==> src/rtl/crc_chk_pkg.sv <==
package crc_chk_pkg;

  localparam int CRC_W = 16;

  typedef struct packed {
    logic clear;    // command start
    logic seed;     // burst opened
    logic step;     // accept a data word
    logic check;    // burst closed, compare host word
    logic publish;  // command end
  } strobes_t;

  // One-cycle parallel CRC update over a full word, MSB first
  function automatic logic [CRC_W-1:0] crcNext(
      input logic [CRC_W-1:0] cur,
      input logic [CRC_W-1:0] data,
      input logic [CRC_W-1:0] poly);
    logic [CRC_W-1:0] acc;
    logic fb;
    acc = cur;
    for (int i = CRC_W - 1; i >= 0; i--) begin
      fb  = acc[CRC_W-1] ^ data[i];
      acc = {acc[CRC_W-2:0], 1'b0} ^ (fb ? poly : '0);
    end
    return acc;
  endfunction

endpackage

==> src/rtl/crc_datapath.sv <==
module crc_datapath
  import crc_chk_pkg::*;
#(
  parameter int               BURST_W  = 4,
  parameter logic [CRC_W-1:0] CRC_SEED = 16'h4A50,
  parameter logic [CRC_W-1:0] CRC_POLY = 16'h1021
) (
  input  logic               clk,
  input  logic               rstN,
  input  strobes_t           strb,
  input  logic [BURST_W-1:0] burstIdx,
  input  logic [CRC_W-1:0]   wordData,
  input  logic [CRC_W-1:0]   hostCrc,
  output logic               reportValid,
  output logic               errFlag,
  output logic [BURST_W-1:0] errBurst
);

  logic [CRC_W-1:0]   crcReg;
  logic               stickyErr;
  logic [BURST_W-1:0] stickyIdx;
  logic               mismatch;

  always_ff @(posedge clk or negedge rstN) begin
    if (!rstN) begin
      crcReg <= CRC_SEED;
    end else if (strb.seed) begin
      crcReg <= CRC_SEED;
    end else if (strb.step) begin
      crcReg <= crcNext(crcReg, wordData, CRC_POLY);
    end
  end

  assign mismatch = strb.check && (hostCrc != crcReg);

  // pending first-failure record
  always_ff @(posedge clk or negedge rstN) begin
    if (!rstN) begin
      stickyErr <= 1'b0;
      stickyIdx <= '0;
    end else if (strb.clear) begin
      stickyErr <= 1'b0;
      stickyIdx <= '0;
    end else if (mismatch && !stickyErr) begin
      stickyErr <= 1'b1;
      stickyIdx <= burstIdx;
    end
  end

  // published report
  always_ff @(posedge clk or negedge rstN) begin
    if (!rstN) begin
      reportValid <= 1'b0;
      errFlag     <= 1'b0;
      errBurst    <= '0;
    end else if (strb.clear) begin
      reportValid <= 1'b0;
      errFlag     <= 1'b0;
      errBurst    <= '0;
    end else if (strb.publish) begin
      reportValid <= 1'b1;
      errFlag     <= stickyErr;
      errBurst    <= stickyIdx;
    end
  end

  // opening a burst leaves the register at the seed
  a_r2_seeded: assert property (@(posedge clk) disable iff (!rstN)
    strb.seed |=> crcReg == CRC_SEED);

  // the first failure is kept until the next command
  a_r5_first_kept: assert property (@(posedge clk) disable iff (!rstN)
    (stickyErr && !strb.clear) |=> (stickyErr && $stable(stickyIdx)));

  // nothing is shown before the report is published
  a_r6_hidden: assert property (@(posedge clk) disable iff (!rstN)
    !reportValid |-> (!errFlag && errBurst == '0));

  // a published report stays until a command start
  a_r7_report_hold: assert property (@(posedge clk) disable iff (!rstN)
    (reportValid && !strb.clear) |=>
      (reportValid && $stable(errFlag) && $stable(errBurst)));

endmodule

==> config.mk <==
export PLATFORM = sky130hd
export DESIGN_NAME = crc_datapath
export DESIGN_NICKNAME = d
export VERILOG_FILES = /design/src/rtl/crc_chk_pkg.sv /design/src/rtl/crc_datapath.sv
export SDC_FILE = /design/constraint.sdc
export NUM_CORES = 1
export LEC_CHECK = 0
export ABC_CLOCK_PERIOD_IN_PS = 3540
export BUFFER_PORTS_ARGS = -buffer_cell sky130_fd_sc_hd__buf_2
export CAP_MARGIN = 15
export CORE_ASPECT_RATIO = 1.5
export CORE_MARGIN = 2
export CORE_UTILIZATION = 30
export DETAILED_ROUTE_END_ITERATION = 8
export SETUP_SLACK_MARGIN = 0.02
export SLEW_MARGIN = 5
export SYNTH_ARGS = -nofsm -noshare
export SYNTH_HDL_FRONTEND = slang
export SYNTH_SLANG_ARGS = --single-unit
==> constraint.sdc <==
create_clock -name clk -period 3.54 [get_ports clk]
set_clock_uncertainty 0.15 [all_clocks]
set_input_delay 1.062 -clock clk [delete_from_list [all_inputs] [get_ports clk]]
set_output_delay 1.062 -clock clk [all_outputs]
set_load 0.1 [all_outputs]
==> flow_summary.toml <==
[place]
gp_congestion = 0.7386
hpwlAfterDp_mm = 3.414
io_buffers = 48

[grt]
grt_pass1_vias = 1363
track_usage_pct = 13.38
grt_max_degree = 28
grt_first_pass_wirelength_mm = 6.734
overflow = 0
grt_antenna_before_repair = 0

[clock_tree]
holdBufCountCts = 0
worstSkewPairLatency_ns = 0.28
cts_buffer_depth = 2
cts_setup_buffers = 0
cts_inserted_buffers = 3
ctsResizeCount = 0
cts_tree = "yes"
clkSinkCount = 27
clkTransAtPathRegs_ns = 0.10
cts_max_level = 1
clock-root-buffer = "clkbuf_8"

[yosys]
synthesis.nets = 217
synth_top_area_share_pct = 29.81
synthAdderAreaFrac_pct = 0
yosysSeqAreaShare_pct = 36.92
yosys.area_share.simple_pct = 11.31
synth.area.top_cells = "dfrtp_1 30%, xnor2_1 19%, dfstp_2 7.1%"
synth_cell_types = 28
async_flop_share_pct = 100.0
synth.mux.area_fraction_pct = 3.252
synth_top_cell_by_area = "dfrtp_1"
syn_inst = 174
ys.flop_type = "dfrtp_1"
yosys_warnings = 0
synth_seq_cells = 27
synth_top_family_by_area = "XOR/XNOR gates"
syn_avg_cell_area_um2 = 10.61
synth_edf_count = 0
synth_compound_area_share_pct = 8.266
syn_area_um2 = 1847
synthXorXnorAreaFrac_pct = 38.35

[sta]
slew_violations = 0
tightestPinTransition_ns = 0.6256
fmax_ghz = 0.3594
finalHoldViolCount = 0
setup-tns-final_ns = 0
finalSetupViolCount = 0
period_share_pct = 78.60
fin_crit_ns = 2.782
rsz0062_at_grt = "no"
slew-limit-headroom_pct = 58.29

[power_and_ir_drop]
p_per_area_nw_per_um2 = 914.8
ir_drop_uv = 301.7
p_leak_uw = 0.0009822

[worst_setup_path]
critPathArrivalTime_ns = 2.80
crit_start = "wordData[12]"
reg2reg_depth = 6
worst-setup-path-type = "primary input to flop"
rrSetupSlack_ns = 1.21
endpoint_kind = "flop"
r2r-end = "crcReg[12]"
startpoint_type = "primary input"
critPathRequiredTime_ns = 3.56
cp_max_fo = 4
r2r-start = "crcReg[12]"

[drt]
drt_iter0_markers = 33
wire_per_inst_um = 14.38
antenna_left = 0
vias = 1339
via_per_inst = 4.554
dr.pass1.iters = 4
drc = 0
wirelength_mm = 4.229

[worst_hold_path]
min_to = "reportValid"
whs_path_depth = 2
hold_path.class = "flop to flop"
hold_start = "reportValid"

[final_layout]
drive_above_1_share_pct = 31.36
final_cell_mix = "48 x buf_2, 41 x xnor2_1, 27 x nor2_1"
fin_nets = 264
n_antenna_cell = 0
final_common_cell = "buf_2"
syn2layout_area_growth_pct = 19.38
final_core_util_pct = 36.48

[floorplanning]
die-area_um2 = 6812
die_w_um = 68.06
io_pins = 49
die_h_um = 100.1
initial_core_util_pct = 30.56
rows = 35
core_area_um2 = 6043

[flow_run]
max_cap_violations = 0

[outcome]
status = "completed"
[critical path, cell delays in order]
cell	delay, ns
buf_2	0.12
xor2_1	0.20
xnor2_2	0.34
xnor3_2	0.53
xnor2_1	0.22
a21oi_1	0.09
a31o_2	0.23
[synthesized netlist by cell type (3+ instances only)]
cell and count:
nor2_1 27, clkbuf_1 5, dfrtp_1 22, dfstp_2 5, nand2b_1 4, a211oi_1 7
nand4_1 4, nand2_1 3, nand3b_1 4, xor2_1 11, a21oi_1 4, inv_1 3
xnor2_1 41, o21ai_0 6, xor2_2 3, mux2i_1 6, xnor3_2 3
[report_power, final]
part / switching (uW) / total [uW] / internal (uW)
Sequential: 82.2 / 476 / 394
Clock: 104 / 184 / 80.0
Combinational: 663 / 1360 / 693
[sequential cells by signal, summed over array words and instances, names as in the netlist]
register and count:
stickyIdx 4, reportValid 1, crcReg 16, stickyErr 1, errBurst 4, errFlag 1
[cells by family after synthesis]
kind of cell	count (synthesis)
xor+xnor	64
simple gates	45
flops	27
compound gates	23
buf+inv	9
mux	6
[through the flow]
stage | instance area (um^2) | cells | hold WS [ns] | power [uW] | setup slack, ns
6_report | 2205 | 294 | 0.3445 | 2017 | 0.7575
3_3_place_gp | 2156 | 290 | 0.3209 | 1848 | 0.4730
5_1_grt | 2205 | 294 | 0.3951 | 2163 | 0.6423
3_5_place_dp | 2156 | 290 | 0.3283 | 1851 | 0.4492
2_1_floorplan | 1847 | 174 | 0.3408 | 1594 | 0.7530
4_1_cts | 2205 | 294 | 0.3519 | 2045 | 0.7475
[layout make-up]
class / count / area, um^2
clock buffers: 3 / 41.29
clock inverters: 1 / 7.507
fillers: 650 / 3839
inverters: 3 / 11.26
multi-input cells: 138 / 1130
flip-flops and latches: 27 / 681.9
well taps: 74 / 92.59
repair buffers: 48 / 240.2
[how the worst max path moves through the flow]
stage	to	slack, ns
floorplan	crcReg[12]	0.75
global placement	crcReg[12]	0.47
detailed placement	crcReg[12]	0.45
CTS	crcReg[12]	0.75
global route	crcReg[12]	0.64
finish	crcReg[12]	0.76
[metal layers]
layer,wire length [um],GRT usage (%),up-vias
met3,175,2.130,2
met4,34,3.692,0
met2,2359,24.79,33
met1,1661,15.26,634
met5,0,0,-
li1,-,-,670
Note: power is estimated with default switching activity, not from simulation.
